File: src/rtl/cal_pkg.sv
package cal_pkg;
  typedef enum logic [1:0] {
    ST_IDLE   = 2'd0,
    ST_SETTLE = 2'd1,
    ST_STORE  = 2'd2
  } calState_t;

  typedef struct packed {
    logic init;   // load MSB-only trial for a new comparator
    logic step;   // apply sampled decision to the bit under test
    logic store;  // commit trial code for the selected comparator
  } calStrobe_t;
endpackage

File: src/rtl/calCtrl.sv
module calCtrl
  import cal_pkg::*;
#(
  parameter int NUM      = 34,
  parameter int CODE_W   = 6,
  parameter int SETTLE_W = 4,
  localparam int IDX_W   = $clog2(NUM),
  localparam int BIT_W   = $clog2(CODE_W)
) (
  input  logic                clk,
  input  logic                rstN,
  input  logic                start,
  input  logic [SETTLE_W-1:0] settleCycles,
  output logic                busy,
  output logic                doneFlag,
  output logic [IDX_W-1:0]    sel,
  output logic [BIT_W-1:0]    bitPos,
  output calStrobe_t          strb
);
  localparam logic [IDX_W-1:0] LAST_IDX = IDX_W'(NUM - 1);
  localparam logic [BIT_W-1:0] TOP_BIT  = BIT_W'(CODE_W - 1);

  calState_t state;
  logic [SETTLE_W-1:0] settleCnt;
  logic settleOver;

  assign settleOver = (settleCnt == settleCycles);
  assign busy       = (state != ST_IDLE);

  always_comb begin
    strb       = '0;
    strb.init  = ((state == ST_IDLE) && start) ||
                 ((state == ST_STORE) && (sel != LAST_IDX));
    strb.step  = (state == ST_SETTLE) && settleOver;
    strb.store = (state == ST_STORE);
  end

  always_ff @(posedge clk or negedge rstN) begin
    if (!rstN) begin
      state     <= ST_IDLE;
      sel       <= '0;
      bitPos    <= TOP_BIT;
      settleCnt <= '0;
      doneFlag  <= 1'b0;
    end else begin
      unique case (state)
        ST_IDLE: begin
          if (start) begin
            state     <= ST_SETTLE;
            sel       <= '0;
            bitPos    <= TOP_BIT;
            settleCnt <= '0;
            doneFlag  <= 1'b0;
          end
        end
        ST_SETTLE: begin
          if (settleOver) begin
            settleCnt <= '0;
            if (bitPos == '0) state <= ST_STORE;
            else              bitPos <= bitPos - BIT_W'(1);
          end else begin
            settleCnt <= settleCnt + SETTLE_W'(1);
          end
        end
        ST_STORE: begin
          if (sel == LAST_IDX) begin
            state    <= ST_IDLE;
            doneFlag <= 1'b1;
          end else begin
            sel    <= sel + IDX_W'(1);
            bitPos <= TOP_BIT;
            state  <= ST_SETTLE;
          end
        end
        default: state <= ST_IDLE;
      endcase
    end
  end

  // selection only advances by one while a run is active
  p_sel_step_r4: assert property (@(posedge clk) disable iff (!rstN)
    (busy && $past(busy) && (sel != $past(sel))) |-> (sel == $past(sel) + IDX_W'(1)));

  // completion flag only when idle
  p_done_idle_r8: assert property (@(posedge clk) disable iff (!rstN)
    doneFlag |-> !busy);

  // start mid-run does not pull selection back to zero
  p_ignore_start_r9: assert property (@(posedge clk) disable iff (!rstN)
    (busy && start && (sel != '0)) |=> (sel != '0));
endmodule

File: src/rtl/calData.sv
module calData
  import cal_pkg::*;
#(
  parameter int NUM    = 34,
  parameter int CODE_W = 6,
  localparam int IDX_W = $clog2(NUM),
  localparam int BIT_W = $clog2(CODE_W)
) (
  input  logic                  clk,
  input  logic                  rstN,
  input  calStrobe_t            strb,
  input  logic                  busy,
  input  logic [IDX_W-1:0]      sel,
  input  logic [BIT_W-1:0]      bitPos,
  input  logic                  cmpDecision,
  input  logic [IDX_W-1:0]      rdIdx,
  output logic [CODE_W-1:0]     rdCode,
  output logic [NUM-1:0]        calEn,
  output logic [NUM*CODE_W-1:0] trimBus
);
  localparam logic [CODE_W-1:0] MSB_ONLY = CODE_W'(1) << (CODE_W - 1);

  logic [CODE_W-1:0] trial, trialNext;
  logic [CODE_W-1:0] codes [NUM];

  always_comb begin
    trialNext = trial;
    if (strb.init) begin
      trialNext = MSB_ONLY;
    end else if (strb.step) begin
      if (cmpDecision) trialNext[bitPos] = 1'b0;
      if (bitPos != '0) trialNext[bitPos - BIT_W'(1)] = 1'b1;
    end
  end

  always_ff @(posedge clk or negedge rstN) begin
    if (!rstN) trial <= '0;
    else       trial <= trialNext;
  end

  always_ff @(posedge clk or negedge rstN) begin
    if (!rstN) begin
      for (int i = 0; i < NUM; i++) codes[i] <= '0;
    end else if (strb.store) begin
      codes[sel] <= trial;
    end
  end

  for (genvar g = 0; g < NUM; g++) begin : g_slot
    logic active;
    assign active = busy && (sel == IDX_W'(g));
    assign calEn[g] = active;
    assign trimBus[g*CODE_W +: CODE_W] = active ? trial : codes[g];
  end

  assign rdCode = (rdIdx < IDX_W'(NUM)) ? codes[rdIdx] : '0;

  // a fresh comparator always begins with the MSB alone
  p_trial_msb_r5: assert property (@(posedge clk) disable iff (!rstN)
    strb.init |=> (trial == MSB_ONLY));

  // trial code holds between decision samples
  p_trial_stable_r6: assert property (@(posedge clk) disable iff (!rstN)
    (!strb.init && !strb.step) |=> $stable(trial));

  // one trim enable while busy, none while idle
  p_onehot_en_r3: assert property (@(posedge clk) disable iff (!rstN)
    busy |-> ($countones(calEn) == 1));
  p_idle_en_r3: assert property (@(posedge clk) disable iff (!rstN)
    !busy |-> $onehot0(calEn) && (calEn == '0));
endmodule

File: src/rtl/calSequencer.sv
module calSequencer
  import cal_pkg::*;
#(
  parameter int NUM_COARSE = 15,
  parameter int NUM_FINE   = 19,
  parameter int CODE_W     = 6,
  parameter int SETTLE_W   = 4,
  localparam int NUM       = NUM_COARSE + NUM_FINE,
  localparam int IDX_W     = $clog2(NUM),
  localparam int BIT_W     = $clog2(CODE_W)
) (
  input  logic                  clk,
  input  logic                  rstN,
  input  logic                  start,
  input  logic [SETTLE_W-1:0]   settleCycles,
  input  logic                  cmpDecision,
  input  logic [IDX_W-1:0]      rdIdx,
  output logic [CODE_W-1:0]     rdCode,
  output logic [IDX_W-1:0]      refSel,
  output logic                  fineStage,
  output logic [NUM-1:0]        calEn,
  output logic [NUM*CODE_W-1:0] trimBus,
  output logic                  thConnect,
  output logic                  refGenOn,
  output logic                  calBusy,
  output logic                  done
);
  calStrobe_t strb;
  logic busy;
  logic [IDX_W-1:0] sel;
  logic [BIT_W-1:0] bitPos;

  calCtrl #(.NUM(NUM), .CODE_W(CODE_W), .SETTLE_W(SETTLE_W)) u_ctrl (
    .clk(clk), .rstN(rstN), .start(start), .settleCycles(settleCycles),
    .busy(busy), .doneFlag(done), .sel(sel), .bitPos(bitPos), .strb(strb)
  );

  calData #(.NUM(NUM), .CODE_W(CODE_W)) u_data (
    .clk(clk), .rstN(rstN), .strb(strb), .busy(busy), .sel(sel),
    .bitPos(bitPos), .cmpDecision(cmpDecision), .rdIdx(rdIdx),
    .rdCode(rdCode), .calEn(calEn), .trimBus(trimBus)
  );

  assign refSel    = sel;
  assign fineStage = busy && (sel >= IDX_W'(NUM_COARSE));
  assign calBusy   = busy;
  assign thConnect = !busy;
  assign refGenOn  = busy;

  // input path swapped to the reference source for the whole run
  p_mode_swap_r2: assert property (@(posedge clk) disable iff (!rstN)
    calBusy |-> (!thConnect && refGenOn));
endmodule

File: config.mk
export PLATFORM = sky130hd
export DESIGN_NAME = calSequencer
export DESIGN_NICKNAME = d
export VERILOG_FILES = /design/src/rtl/cal_pkg.sv /design/src/rtl/calCtrl.sv /design/src/rtl/calData.sv /design/src/rtl/calSequencer.sv
export SDC_FILE = /design/constraint.sdc
export NUM_CORES = 1
export LEC_CHECK = 0
export BUFFER_PORTS_ARGS = -buffer_cell sky130_fd_sc_hd__buf_4
export CORE_MARGIN = 4
export CORE_UTILIZATION = 60
export CTS_CLUSTER_SIZE = 20
export DETAILED_ROUTE_END_ITERATION = 7
export PLACE_DENSITY = 0.95
export SLEW_MARGIN = 10
export SYNTH_ARGS = -nofsm -noshare
export SYNTH_HDL_FRONTEND = slang
export SYNTH_HIERARCHICAL = 1
export SYNTH_SLANG_ARGS = --single-unit
File: constraint.sdc
create_clock -name clk -period 5.18 [get_ports clk]
set_clock_uncertainty 0.2 [all_clocks]
set_input_delay 0.518 -clock clk [delete_from_list [all_inputs] [get_ports clk]]
set_output_delay 0.518 -clock clk [all_outputs]
set_load 0.02 [all_outputs]
Word level (Yosys, flattened, before mapping)
Cells that the tools add are included.

Muxes and demuxes: 70. Equal/unequal tests: 43. Reductions and logical operators: 57. Add/subtract/negate cells: 3. Bitwise gates (word level): 5. Magnitude comparators: 9.

Operators with widths (count): $mux 6 (46); $bwmux 204 (1); $eq 6x5->1 const B (16); $eq 6x4->1 const B (8); $logic_and 1x1->1 (41); $bmux 6 s6 (1); $demux 6 s6 (1); $eq 6x3->1 const B (4); $ge 7x7->1 const B (2); $not 6->7 (2); $eq 6x2->1 const B (2); $eq 6x6->1 const B (2); $mux 3 (4); $pmux 6 s2 (1); $pmux 3 s3 (1); $reduce_and 3->1 (3); $lt 3x4->1 const B (2); $mux 4 (2); $ne 2x2->1 const B (4); $pmux 4 s2 (1); $reduce_bool 2->1 (4); $lt 7x1->1 const B (1); $add 6x1->6 const B (1); $and 6x6->6 (1); 26 further kinds (36).

Flip-flop bits (word level): 226. Bits of input ports: 14.

Depth between registers and ports, before layout
Word-level depth: 13. Mapped depth: 8. Mapped depth without buffers: 8.

Modules after synthesis
Netlist, hierarchy kept.

By module, submodules not included: calData (cells each 1064, seq. area each 5255.0 um^2, area each 12851.1 um^2, times used 1); calCtrl (cells each 95, seq. area each 402.9 um^2, area each 933.4 um^2, times used 1); calSequencer (cells each 5, seq. area each 0.0 um^2, area each 26.3 um^2, times used 1).

Worst setup path before layout
Ideal clock, no wire load.

Path type: input to output. Start: input rdIdx[1]. End: output rdCode[3]. Required time: 4.462 ns. Stages: 7. Path buffers: 3. Data arrival time: 2.079 ns. Path slack: 2.383 ns. Cells stage by stage: buf_2 > buf_4 > buf_2 > mux4_2 > mux2_2 > o211ai_1 > o2111ai_1.

Cells in the longest elaborated chain, start to end: 5. Elaborated cells between the ends (all ways): 6. Classes of those cells: order compare: 1; mux: 4; bitwise: 1.

RTL lines: start: declaration (RTL line calSequencer.sv:17) `input logic [IDX_W-1:0] rdIdx,`; $not 6->7 (not written as such) (RTL line calData.sv:56) `assign rdCode = (rdIdx < IDX_W'(NUM)) ? codes[rdIdx] : '0;`; $bmux 6 s6 (RTL line calData.sv:56); $mux 6 (not written as such) (2 in a row) (RTL line calData.sv:56); $mux 6 (*) (RTL line calData.sv:56); end: declaration (RTL line calSequencer.sv:18) `output logic [CODE_W-1:0] rdCode,`.

Every way passes the cells marked *; elsewhere a longest branch is shown, timed or not. The select of a mux whose other input is x is not followed.

Worst setup path in the final report
Start: register u_ctrl.sel[3]. End: output trimBus[148].

Cells in the longest elaborated chain, start to end: 3.

RTL lines: start: declaration (RTL line calCtrl.sv:16) `output logic [IDX_W-1:0] sel,`; start signal: assignment (RTL line calCtrl.sv:70) `sel <= sel + IDX_W'(1);`; $eq 6x5->1 (RTL line calData.sv:51) `assign active = busy && (sel == IDX_W'(g));`; $logic_and 1x1->1 (RTL line calData.sv:51); $mux 6 (RTL line calData.sv:53) `assign trimBus[g*CODE_W +: CODE_W] = active ? trial : codes[g];`; end: declaration (RTL line calSequencer.sv:22) `output logic [NUM*CODE_W-1:0] trimBus,`.

Every way passes these cells.

==> flow_metrics.env <==
export IMPL_cts_tree="built"
export IMPL_reg2reg_from="u_ctrl/state[1]"
export IMPL_fmax_mhz=247
export IMPL_wire_per_inst_um=26.7
export IMPL_worstPathArrival_ps=3340
export IMPL_hp_class="input pin to flip-flop"
export IMPL_ctsHoldBuffers=1
export IMPL_clk_latency_ps=520
export IMPL_post_synth_cell_area_avg_um2=11.9
export IMPL_die_height_um=160
export IMPL_timing_final_max_slew_violations=0
export IMPL_hold_violations=0
export IMPL_crit_fanout=25
export IMPL_setup_viol=0
export IMPL_drive_gt1_frac=0.544
export IMPL_grt_use_met3=0.0875
export IMPL_fin_crit_sh=0.782
export IMPL_powerDensity_nw_per_um2=321
export IMPL_drt_vias_per_instance=6.66
export IMPL_rsz0062_at_grt="no"
export IMPL_regToRegSetupSlack_ps=2060
export IMPL_antenna_found_initial=2
export IMPL_p_leak_uw=0.00843
export IMPL_initial_core_util=0.610
export IMPL_hold_path_end="u_ctrl/settleCnt[3]"
export IMPL_rr_worst_depth=4
export IMPL_postCtsSetupBuffers=0
export IMPL_synth_edff_count=0
export IMPL_wl_um=44300
export IMPL_post_dp_hpwl_um=31000
export IMPL_dieArea_um2=25500
export IMPL_holdPathStages=4
export IMPL_die_x_um=160
export IMPL_hold_start="start"
export IMPL_route_detailed_drc=0
export IMPL_first_iter_violations=1243
export IMPL_synthCells=1164
export IMPL_clockBufferDepth=3
export IMPL_worst_pin_slew_ps=975
export IMPL_maxSlewHeadroom=0.341
export IMPL_numClockSinks=226
export IMPL_syn2layout_area_growth_pct=19.3
export IMPL_setup_tns_ps=0
export IMPL_r2r_end="u_data/codes[176]"
export IMPL_gp_congestion=0.923
export IMPL_cap_violations=0
export IMPL_portBuffers=268
export IMPL_diodes=0
export IMPL_status="finished, final reports clean"
export IMPL_async_reset_ff_frac=1.00
export IMPL_rows=55
export IMPL_numCtsBuffers=23
export IMPL_finalCriticalPeriod_ps=4050
export IMPL_cts_resized=0
export IMPL_final_antenna_net_count=0
export IMPL_use_met1=0.445
export IMPL_vias=11000
export IMPL_clock_root_buffer="clkbuf_16"
export IMPL_startpoint_type="flip-flop"
export IMPL_synth_cell_types=64
export IMPL_ys_ff_latch=226
export IMPL_grt_pass1_wl_um=67200
export IMPL_cts_max_level=1
export IMPL_grt_pass1_vias=11000
export IMPL_dpl_worst_slack_ps=1720
export IMPL_overflow=0
export IMPL_worst_setup_path_type="flip-flop to output port"
export IMPL_coreArea_um2=22600
export IMPL_final_nets=1379
export IMPL_clk_pin_slew_ps=60
export IMPL_fillerInstances=1439
export IMPL_worst_ep_required_time_ps=4460
export IMPL_grt_max_degree=115
export IMPL_firstDrtPassIters=5
export IMPL_pin_count=269
export IMPL_synth_warnings=6
export IMPL_layout_setup_ws_ps=1130
export IMPL_synth_area_um2=13800
export IMPL_grt_busiest_layer="met2"
export IMPL_grt_use_met2=0.527
export IMPL_max_vdd_ir_drop_uv=225
export IMPL_yosysSeqAreaShare=0.410
export IMPL_grt_use_total=0.334
export IMPL_cp_end_kind="output port"
export IMPL_synth_flop_cell="dfrtp_1"
export IMPL_syn_num_nets=1185
## per-stage QoR
stage | hold slack [ps] | instance area [um2] | util | cells | total power [uW]
2_1_floorplan | 22.4 | 13800 | - | 1164 | 2960
6_report | 192 | 16500 | 0.728 | 1657 | 5290
3_3_place_gp | 285 | 15700 | 0.692 | 1617 | 3400
4_1_cts | 183 | 16500 | 0.728 | 1657 | 5240
3_5_place_dp | 304 | 15700 | 0.692 | 1617 | 3460
5_1_grt | 221 | 16500 | 0.728 | 1657 | 5450
## logic make-up after synthesis
| family | share of synthesized area |
|---|---|
| muxes | 0.390 |
| adders and majority gates | 0.00634 |
| xor gates and xnor gates | 0.00444 |
| DFF | 0.410 |
| and+or+nand+nor | 0.0853 |
| AOI/OAI and AO/OA | 0.0497 |
| buffers and inverters | 0.0541 |
## metal layers
layer / wire length [um] / share of wire
met4: 1790 / 0.040
met2: 20900 / 0.47
met1: 16600 / 0.37
met5: 27 / 0.00061
met3: 4970 / 0.11
## Yosys cell counts (5+ instances only)
master | count | area share
and2_1 | 6 | 0.0027
mux4_2 | 37 | 0.060
xnor2_1 | 6 | 0.0038
a22oi_1 | 5 | 0.0027
and3_1 | 6 | 0.0027
nand2b_1 | 12 | 0.0054
o22ai_1 | 6 | 0.0027
buf_2 | 14 | 0.0051
clkbuf_1 | 51 | 0.014
a211oi_1 | 7 | 0.0038
nor2b_1 | 11 | 0.0050
nand3_1 | 11 | 0.0040
ha_1 | 7 | 0.0063
nor2_1 | 39 | 0.011
nand2_1 | 108 | 0.029
dfrtp_1 | 224 | 0.41
o21ai_0 | 52 | 0.019
mux4_1 | 7 | 0.013
inv_1 | 36 | 0.0098
nor3_1 | 15 | 0.0054
mux2_2 | 369 | 0.30
buf_4 | 38 | 0.021
mux2i_1 | 22 | 0.016
## flip-flops by register name, indices dropped and copies added (netlist names)
name	count
u_ctrl/bitPos	3
u_ctrl/doneFlag	1
u_ctrl/sel	6
u_ctrl/settleCnt	4
u_ctrl/state	2
u_data/codes	204
u_data/trial	6
## cell type report
| class | instances | area, um2 | area share |
|---|---|---|---|
| multi-input cells | 792 | 7410 | 0.449 |
| flip-flops and latches | 226 | 5660 | 0.344 |
| repair buffers | 278 | 2110 | 0.128 |
| clock buffers | 31 | 666 | 0.0404 |
| well taps | 285 | 357 | 0.0216 |
| clock inverters | 8 | 143 | 0.00865 |
| inverters | 37 | 139 | 0.00843 |
## cells in the final DEF, fill, tap and decap left out, drive strengths merged, types with 7 or more instances in the layout
cell type and count:
inv 36, nor3 16, mux4 44, nor2 42, nor2b 11, ha 7
nand2b 12, nand2 108, dfrtp 224, o21ai 52, buf 276, nand3 11
mux2 369, mux2i 22, clkbuf 32, a211oi 7
## worst max-delay path, stage by stage (launching register included)
cell	delay, ps
dfrtp_1	870
nand2b_1	240
nor3_1	600
nand2_1	430
o21ai_0	460
buf_4	220
## where the power goes
part / internal [uW] / leakage (uW) / switching [uW]
clock network: 1090 / 0.000397 / 706
logic: 488 / 0.00492 / 913
registers: 1840 / 0.00312 / 250
total: 3420 / 0.00843 / 1870
## worst max path at each step
stage | from | endpoint | slack (ps) | cells past startpoint
after floorplan | rdIdx[1] | rdCode[3] | 2380 | 7
after global placement | rdIdx[0] | rdCode[1] | 1750 | 7
after detailed placement | rdIdx[0] | rdCode[1] | 1720 | 7
after CTS | u_ctrl/sel[3] | trimBus[148] | 1260 | 5
after global routing | u_ctrl/sel[3] | trimBus[148] | 1070 | 5
final | u_ctrl/sel[3] | trimBus[148] | 1130 | 5
(Power assumes the default switching activity.)
